`src/rtl/cfg_option_pkg.sv`:
```
package cfg_option_pkg;
  localparam int CFG_W    = 8;
  localparam int LOCK_BIT = 0;
  localparam int TBL_BIT  = 1;
  localparam int PAIR_BIT = 4;
  localparam int SOLO_BIT = 5;
  localparam int XTAL_BIT = 7;

  typedef struct packed {
    logic capture;
    logic extDeny;
    logic extServe;
    logic tblDeny;
    logic tblServe;
  } optStrobe_t;
endpackage

```
`src/rtl/cfg_option_ctl.sv`:
```
module cfg_option_ctl
  import cfg_option_pkg::*;
#(
  parameter int PAIR_N = 2
) (
  input  logic              clk,
  input  logic              porN,
  input  logic              rstHi,
  input  logic [CFG_W-1:0]  cfgHeld,
  input  logic [PAIR_N-1:0] pinPair,
  input  logic              pinSolo,
  input  logic              extRdReq,
  input  logic              tblReq,
  input  logic              tblFromExt,
  input  logic              tblTgtInt,
  output optStrobe_t        stb,
  output logic              bootLoader
);
  logic pairLow;
  logic wantLoader;

  // Every strap of the pair must be low; built per pin.
  logic [PAIR_N-1:0] pinLow;
  for (genvar i = 0; i < PAIR_N; i++) begin : g_pair
    assign pinLow[i] = ~pinPair[i];
  end
  assign pairLow = &pinLow;

  assign wantLoader = (~cfgHeld[PAIR_BIT] & pairLow) |
                      (~cfgHeld[SOLO_BIT] & ~pinSolo);

  always_comb begin
    stb          = '0;
    stb.capture  = ~porN;
    stb.extDeny  = porN & extRdReq & ~cfgHeld[LOCK_BIT];
    stb.extServe = porN & extRdReq &  cfgHeld[LOCK_BIT];
    stb.tblDeny  = porN & tblReq & tblFromExt & tblTgtInt & ~cfgHeld[TBL_BIT];
    stb.tblServe = porN & tblReq & ~stb.tblDeny;
  end

  always_ff @(posedge clk) begin
    if (!porN)      bootLoader <= 1'b0;
    else if (rstHi) bootLoader <= wantLoader;
  end
endmodule

```
`src/rtl/cfg_option_dp.sv`:
```
module cfg_option_dp
  import cfg_option_pkg::*;
#(
  parameter int DW = 8
) (
  input  logic             clk,
  input  logic             porN,
  input  optStrobe_t       stb,
  input  logic [CFG_W-1:0] cfgIn,
  input  logic             extRdSel,
  input  logic [DW-1:0]    arrData,
  input  logic             tblTgtInt,
  input  logic [DW-1:0]    tblIntData,
  input  logic [DW-1:0]    tblExtData,
  output logic [CFG_W-1:0] cfgHeld,
  output logic [DW-1:0]    extRdData,
  output logic [DW-1:0]    tblData,
  output logic             accessViol
);
  localparam logic [DW-1:0] DENY_VAL = '1;

  logic [DW-1:0] cfgWide;
  assign cfgWide = DW'(cfgHeld);

  always_ff @(posedge clk) begin
    if (stb.capture) cfgHeld <= cfgIn;
  end

  always_ff @(posedge clk) begin
    if (!porN) begin
      extRdData  <= '0;
      tblData    <= '0;
      accessViol <= 1'b0;
    end else begin
      accessViol <= stb.extDeny | stb.tblDeny;
      if (stb.extDeny)       extRdData <= DENY_VAL;
      else if (stb.extServe) extRdData <= extRdSel ? cfgWide : arrData;
      if (stb.tblDeny)       tblData <= DENY_VAL;
      else if (stb.tblServe) tblData <= tblTgtInt ? tblIntData : tblExtData;
    end
  end
endmodule

```
`src/rtl/cfg_option_ctrl.sv`:
```
module cfg_option_ctrl
  import cfg_option_pkg::*;
#(
  parameter int DW     = 8,
  parameter int PAIR_N = 2
) (
  input  logic              clk,
  input  logic              porN,
  input  logic [CFG_W-1:0]  cfgIn,
  input  logic              rstHi,
  input  logic [PAIR_N-1:0] pinPair,
  input  logic              pinSolo,
  input  logic              extRdReq,
  input  logic              extRdSel,
  input  logic [DW-1:0]     arrData,
  output logic [DW-1:0]     extRdData,
  input  logic              tblReq,
  input  logic              tblFromExt,
  input  logic              tblTgtInt,
  input  logic [DW-1:0]     tblIntData,
  input  logic [DW-1:0]     tblExtData,
  output logic [DW-1:0]     tblData,
  output logic              accessViol,
  output logic              bootLoader,
  output logic              xtalHi
);
  optStrobe_t       stb;
  logic [CFG_W-1:0] cfgHeld;

  cfg_option_ctl #(.PAIR_N(PAIR_N)) u_ctl (
    .clk(clk), .porN(porN), .rstHi(rstHi), .cfgHeld(cfgHeld),
    .pinPair(pinPair), .pinSolo(pinSolo), .extRdReq(extRdReq),
    .tblReq(tblReq), .tblFromExt(tblFromExt), .tblTgtInt(tblTgtInt),
    .stb(stb), .bootLoader(bootLoader)
  );

  cfg_option_dp #(.DW(DW)) u_dp (
    .clk(clk), .porN(porN), .stb(stb), .cfgIn(cfgIn),
    .extRdSel(extRdSel), .arrData(arrData), .tblTgtInt(tblTgtInt),
    .tblIntData(tblIntData), .tblExtData(tblExtData),
    .cfgHeld(cfgHeld), .extRdData(extRdData), .tblData(tblData),
    .accessViol(accessViol)
  );

  assign xtalHi = cfgHeld[XTAL_BIT];
endmodule

```
`config.mk`:
```
export PLATFORM = sky130hd
export DESIGN_NAME = cfg_option_ctrl
export DESIGN_NICKNAME = d
export VERILOG_FILES = /design/src/rtl/cfg_option_pkg.sv /design/src/rtl/cfg_option_ctl.sv /design/src/rtl/cfg_option_dp.sv /design/src/rtl/cfg_option_ctrl.sv
export SDC_FILE = /design/constraint.sdc
export NUM_CORES = 1
export LEC_CHECK = 0
export BUFFER_PORTS_ARGS = -buffer_cell sky130_fd_sc_hd__buf_2
export CORE_UTILIZATION = 39
export DETAILED_ROUTE_END_ITERATION = 7
export PLACE_DENSITY = 0.74
export SLEW_MARGIN = 0
export SYNTH_ARGS = -nofsm -noshare
export SYNTH_HDL_FRONTEND = slang
export SYNTH_HIERARCHICAL = 1
export SYNTH_SLANG_ARGS = --single-unit
export TNS_END_PERCENT = 100
```
`constraint.sdc`:
```
create_clock -name clk -period 1.2 [get_ports clk]
set_clock_uncertainty 0.05 [all_clocks]
set_input_delay 0.12 -clock clk [delete_from_list [all_inputs] [get_ports clk]]
set_output_delay 0.12 -clock clk [all_outputs]
set_load 0.01 [all_outputs]
```
==> impl_results.md, run 1 <==
- Final period util: 103%
- Cell row count: 19
- Setup TNS: -0.128 ns
- Max VDD drop: between 1 and 1.5 mV
- Vias in the first global route: roughly 1,000
- Flop pwr share: 53.7%
- Worst setup margin: -0.0394 ns
- Leakage power: 0.810 nW
- Clock sink total: 26
- Switching Fraction: 24.9%
- Initial Utilization: 41.7%
- FMAX: 807 MHz
- Top delay family on crit path: simple AND/OR/NAND/NOR gates
- Syn Nets: approximately 140
- Gr ovfl total: 0
- Comb pwr share: a little under a fifth
- Buf/Inv on CP: 0
- Iteration-0 DRC Markers: 27
- Crit path launch type: flip-flop
- Largest net degree at the start of global routing: 16
- Share of layout cells above drive strength 1: between 40% and 50%
- Crit-path slowest cell: edfxtp_1
- Core area: 2780 µm²
- Mapped Cells: 98
- Antenna Nets Post-Route: 0
- Layout area overhead: 40.6%
- PwrDens: approximately 1200 nW/µm²
- Via-per-instance ratio: ~5.4
- Initial antenna violation count: 0
- TritonCTS clock tree: done
- Die H: 56.6 µm
- Unrepaired setup endpoints after global routing: true
- Num CTS Buffers: 3
- Worst-path clk slew: between 0.1 and 0.15 ns
- Port Buf Inserts: 61
- Max clock buf depth: 2
- Global-route usage over all layers: 17.2%
- Failing checks: setup timing
- Die area: 3200 µm²
- Clock Latency Late Sink: 0.31 ns
- CTS root buf: clkbuf_4
- CP cell instances: and3_4, nor2b_4, a21oi_1
- Final std cell area, no fill: 1630 µm²
- Crit. Startpoint: u_dp/cfgHeld[0]
- Final net count: approximately 210
- Crit path to: u_dp/extRdData[0]
- WL per Instance: approximately 14 µm
- Instance count on the critical path: 3
- H-tree depth: 1
- Seq/Total Area, Yosys: 51.7%
- Setup crit end kind: flip-flop
- Int Pwr: 0.00142 W
- # DRC: 0
- Post-detail-place hpwl: approximately 2000 µm
- Period minus WS final: around 1.2 ns
- First-pass GRT wire length: 4320 µm
- Antenna diode count: 0
- IO Pins: between 60 and 70
- Reg2reg setup slack: -0.04 ns
- Synth unique cells: 18
- Slowest stage delay, CP: 0.47 ns
- Placed cell areas: 1450 µm²
- DRT Pass-1 Iters: 4
- Synthesized area: 1160 µm²
- Final Hold Vio Count: 0
- HP Class: in -> reg
- Final WL: 2830 µm
- P_sw: 0.000471 W
- Yosys reg bits: 26
- Post-synthesis area per instance: 11.8 µm²
- Max-Cap Viols: 0
- Max_slew headroom: 77.8%
- Pre-CTS setup slack: -0.232 ns
- Worst slew pin tran: 0.332 ns
- Reg2reg start: u_dp/cfgHeld[0]
- RR Endpoint: u_dp/extRdData[0]
- RePlAce Congestion: 0.779
- Reg2reg path depth: 3
- YS warnings: 6
- Clock Power Share: between 20% and 30%
- Crit path kind: reg -> reg
- Slew Limit Fails: 0
- Crit path max fanout: 8
- Arr. time, crit path: about 1.4 ns
- Critical path required time: 1.36 ns
- DR vias: between 1,000 and 1,500
- Status: complete, but fails checks
- Die width: between 50 and 60 µm
- Final setup vio count: 8
cells in the final DEF (no fill, tap or decap):
cell and n:
a21oi_1 14, a21oi_2 3, and3_2 1, and3_4 1
buf_2 61, buf_4 7, clkbuf_16 1, clkbuf_4 3
dfxtp_1 18, dlygate4sd3_1 9, edfxtp_1 8, inv_1 1
mux2i_1 16, nand2_1 3, nor2_4 1, nor2b_4 2
nor3_1 1, o21a_1 1, o21ai_0 1, o21ba_4 1
o31ai_1 15, o31ai_2 1, o32a_1 1
worst min path at each step:
stage	startpoint	to	slack [ns]	cells after the start
after floorplan	rstHi	u_ctl/bootLoader	0.16	1
after global placement	cfgIn[5]	u_dp/cfgHeld[5]	0.25	1
after detailed placement	cfgIn[7]	u_dp/cfgHeld[7]	0.25	1
after CTS	tblExtData[6]	u_dp/tblData[6]	0.008	3
after global routing	tblExtData[6]	u_dp/tblData[6]	0.006	3
final	tblExtData[6]	u_dp/tblData[6]	0.02	3
cells in the mapped netlist (all sizes together):
master / number / area share (%)
nor2b: 2 / 2.4
o21ba: 1 / 0.86
o31ai: 16 / 10
edfxtp: 8 / 21
o21ai: 1 / 0.43
o32a: 1 / 0.86
mux2i: 16 / 14
o21a: 1 / 0.65
dfxtp: 18 / 31
inv: 1 / 0.32
nor3: 1 / 0.43
buf: 10 / 8.4
nor2: 1 / 0.32
nand2: 3 / 0.97
a21oi: 17 / 8.0
and3: 1 / 0.54
power groups by stage:
| stage | Sequential [W] | Combinational, W | Clock (W) |
|---|---|---|---|
| after floorplan | 0.00105 | 0.000165 | 0 |
| after global placement | 0.00103 | 0.000310 | 0 |
| after detailed placement | 0.00103 | 0.000321 | 0 |
| after CTS | 0.00102 | 0.000353 | 0.000536 |
| after global routing | 0.00103 | 0.000392 | 0.000562 |
| final | 0.00102 | 0.000363 | 0.000514 |
routing by layer:
layer  GRT usage [%]  vias to the layer above  part of all wire [%]
met5               0                        -                     0
met4            5.23                        0                   1.0
met3            4.84                        6                   9.7
met2            30.1                       75                    48
met1            20.4                      494                    42
li1                -                      513                     -
repair_timing:
action | CTS | global route
gates cloned | 1 | 0
resized for setup | 4 | 3
buffers inserted | 1 | 1
endpoints found under the hold margin | 9 | 0
hold buffers | 9 | 0
pin swaps | 1 | 0
setup endpoints to repair | 9 | 16
through the flow:
| stage | total power (W) | std cells | hold WS [ns] | utilization [%] |
|---|---|---|---|---|
| 2_1_floorplan | 0.00122 | 98 | 0.159 | - |
| 3_3_place_gp | 0.00134 | 185 | 0.247 | 52.0 |
| 3_5_place_dp | 0.00135 | 185 | 0.249 | 52.0 |
| 4_1_cts | 0.00191 | 200 | 0.00803 | 57.9 |
| 5_1_grt | 0.00198 | 201 | 0.00565 | 58.7 |
| 6_report | 0.00190 | 201 | 0.0154 | 58.7 |
state kept, by name, summed over array words and instances, names as in the netlist:
signal and cells:
u_dp/tblData 8, u_dp/accessViol 1, u_dp/extRdData 8, u_ctl/bootLoader 1, u_dp/cfgHeld 8
final cells by class:
class                           instances  area (µm²)
Inverter                                1        3.75
Multi-Input combinational cell         62         494
Fill cell                             244        1150
Sequential cell                        26         601
Tap cell                               31        38.8
Timing Repair Buffer                   77         448
Clock buffer                            4        47.5
logic make-up (layout without fill, tap and decap cells):
| kind of cell | after synthesis | in the layout | share of synthesized area [%] |
|---|---|---|---|
| compound gates | 37 | 37 | 21.1 |
| flops | 26 | 26 | 51.7 |
| mux | 16 | 16 | 13.8 |
| buf+inv | 11 | 82 | 8.73 |
| simple gates | 8 | 9 | 4.63 |
worst reg2reg max path: stages, from the launching register on:
cell and delay, ns:
edfxtp_1 0.47, and3_4 0.25, nor2b_4 0.25, a21oi_1 0.11
Power figures use the tool's default switching activity.
==> run 2, diff against run 1 <==
--- a/config.mk
+++ b/config.mk
@@ -5,10 +5,12 @@
 export SDC_FILE = /design/constraint.sdc
 export NUM_CORES = 1
 export LEC_CHECK = 0
+export ABC_AREA = 1
 export BUFFER_PORTS_ARGS = -buffer_cell sky130_fd_sc_hd__buf_2
-export CORE_UTILIZATION = 39
+export CORE_UTILIZATION = 41
 export DETAILED_ROUTE_END_ITERATION = 7
-export PLACE_DENSITY = 0.74
+export PLACE_DENSITY = 0.75
+export SKIP_CTS_REPAIR_TIMING = 1
 export SLEW_MARGIN = 0
 export SYNTH_ARGS = -nofsm -noshare
 export SYNTH_HDL_FRONTEND = slang
==> impl_results.md, run 2 <==
- CTS root buf: clkbuf_4
- RePlAce Congestion: 0.758
- PwrDens: around 1100 nW/µm²
- Vias in the first global route: 1,010
- Max_slew headroom: 80.1%
- Crit path launch type: flip-flop
- Setup TNS: -0.0627 ns
- TritonCTS clock tree: done
- Max VDD drop: ~0.7 mV
- H-tree depth: 1
- Slew Limit Fails: 0
- WL per Instance: 8.84 µm
- Iteration-0 DRC Markers: 10
- Arr. time, crit path: 1.41 ns
- IO Pins: 62
- Die area: 3400 µm²
- Unrepaired setup endpoints after global routing: true
- Critical path required time: 1.38 ns
- DRT Pass-1 Iters: 4
- Gr ovfl total: 0
- YS warnings: 6
- Clock Latency Late Sink: ~0.31 ns
- Core area: 3030 µm²
- HP Class: in -> reg
- Global-route usage over all layers: 16.3%
- FFs w/ async S/R, synth: 0%
- Final Hold Vio Count: 0
- # DRC: 0
- Antenna diode count: 0
- Syn Nets: 228
- Period minus WS final: 1.22 ns
- DR vias: between 1,000 and 1,500
- Most frequent cells in the layout: nand2_1 (73), buf_2 (61), nor2_1 (34)
- Commonest non-fill, non-tap cell in the layout: nand2_1
- FMAX: 817 MHz
- Leakage power: ~1 nW
- Cell row count: 20
- Worst-path clk slew: 0.14 ns
- Worst setup margin: -0.0237 ns
- Synth top area share: 27.7%
- Final WL: between 2000 and 3000 µm
- Largest area contributor in the netlist: dfxtp_1
- Setup crit end kind: flip-flop
- Port Buf Inserts: 61
- Post-synthesis area per instance: 7.02 µm²
- Max clock buf depth: 2
- Worst hold slack: 0.00762 ns
- Clock sink total: 26
- Yosys reg bits: 26
- Die H: between 50 and 60 µm
- Largest regs: u_dp/cfgHeld x8, u_dp/extRdData x8, u_dp/tblData x8
- Seq/Total Area, Yosys: about 46%
- Slowest stage delay, CP: around 0.42 ns
- Mapped Cells: 185
- Synth area leaders: dfxtp_1 (28%), nand2_1 (21%), edfxtp_1 (18%)
- Crit path max fanout: 8
- Initial antenna violation count: 0
- CP dominant cell by count: nor2_4
- Share of layout cells above drive strength 1: 37.0%
- First-pass GRT wire length: 4210 µm
- Final period util: 102%
- Post-detail-place hpwl: around 2100 µm
- Synthesized area: between 1000 and 1500 µm²
- Top_reg_cell synth: dfxtp_1
- Max-Cap Viols: 0
- Largest net degree at the start of global routing: 16
- Final net count: 306
- Num CTS Buffers: 3
- Die width: ~58 µm
- Crit-path slowest cell: edfxtp_1
- Crit path kind: reg -> reg
- Post-synth top cells: nand2_1 (74), nor2_1 (38), inv_1 (21), dfxtp_1 (18), nand2_2 (9)
- Worst slew pin tran: roughly 0.30 ns
- Layout area overhead: 41.5%
- Initial Utilization: 42.9%
- Via-per-instance ratio: between 4 and 5
- Failing checks: setup timing
- Synth unique cells: 18
- Post-synth EDFFs: 8
- Final setup vio count: 7
- Antenna Nets Post-Route: 0
- Status: complete, but fails checks
- Most common cell in the netlist: nand2_1
- CP cell instances: inv_1, nand3_2, nor2_4, nor2_4, nor2_4, nand2_1, nand2_1, nor2_1
==> run 2: cell count changes in the layout (fill, tap and decap cells not counted), sizes merged <==
cell | previous run | this run
nor3 | 1 | 0
and3 | 2 | 0
nand2 | 3 | 85
o21ba | 1 | 0
nand3 | 0 | 1
nor2 | 1 | 41
buf | 68 | 69
nor2b | 2 | 0
a21oi | 17 | 1
dlygate4sd3 | 9 | 8
o32a | 1 | 0
inv | 1 | 25
mux2i | 16 | 0
o31ai | 16 | 0
==> run 2: cell type report <==
cell class / count / area [µm²]
repair buffers: 77 / 445
flip-flops and latches: 26 / 601
well taps: 44 / 55.1
inverters: 25 / 106
clock buffers: 4 / 47.5
fillers: 291 / 1190
multi-input cells: 130 / 583
==> run 2: stage by stage <==
step                instances  power, W  util (%)  instance area [µm²]  setup WS, ns
floorplan                 185   0.00127         -                 1320       -0.0271
global placement          293   0.00142      55.7                 1690      -0.00706
CTS                       297   0.00194      57.3                 1740       -0.0609
detailed placement        293   0.00143      55.7                 1690       -0.0487
global route              306   0.00205      60.7                 1840        -0.141
finish                    306   0.00194      60.7                 1840       -0.0237
==> run 2: routing by layer <==
metal	vias up	GRT usage (%)	part of all wire (%)
met3	2	3.57	4.1
li1	695	-	-
met4	0	5.10	0.78
met2	29	27.4	49
met5	-	0	0
met1	508	20.9	46
==> run 2: power breakdown <==
| part | internal, W | switching (W) |
|---|---|---|
| registers | 0.000979 | 0.0000311 |
| logic | 0.000201 | 0.000225 |
| clock network | 0.000254 | 0.000246 |
==> run 2: worst max-delay path, delay by kind of cell, from the launching register on <==
| family | cells | cell delay [ns] |
|---|---|---|
| AND/OR/NAND/NOR | 7 | 0.59 |
| flip-flops | 1 | 0.42 |
| buffers and inverters | 1 | 0.08 |
==> run 2: path summary, 6_finish.rpt <==
check | startpoint | endpoint | slack (ns) | cells past startpoint
max | u_dp/cfgHeld[1] | u_dp/tblData[6] | -0.02 | 8
min | pinPair[0] | u_ctl/bootLoader | 0.008 | 4
max reg2reg | u_dp/cfgHeld[1] | u_dp/tblData[6] | -0.02 | 8
min reg2reg | u_dp/extRdData[1] | u_dp/extRdData[1] | 0.47 | 4
==> run 2: logic make-up (layout without fill, tap and decap cells) <==
kind of cell | count (synthesis) | after routing | synth area share [%]
DFF | 26 | 26 | 46.2
and+or+nand+nor | 127 | 127 | 41.0
AOI/OAI and AO/OA | 3 | 3 | 1.35
buffers and inverters | 29 | 106 | 11.4
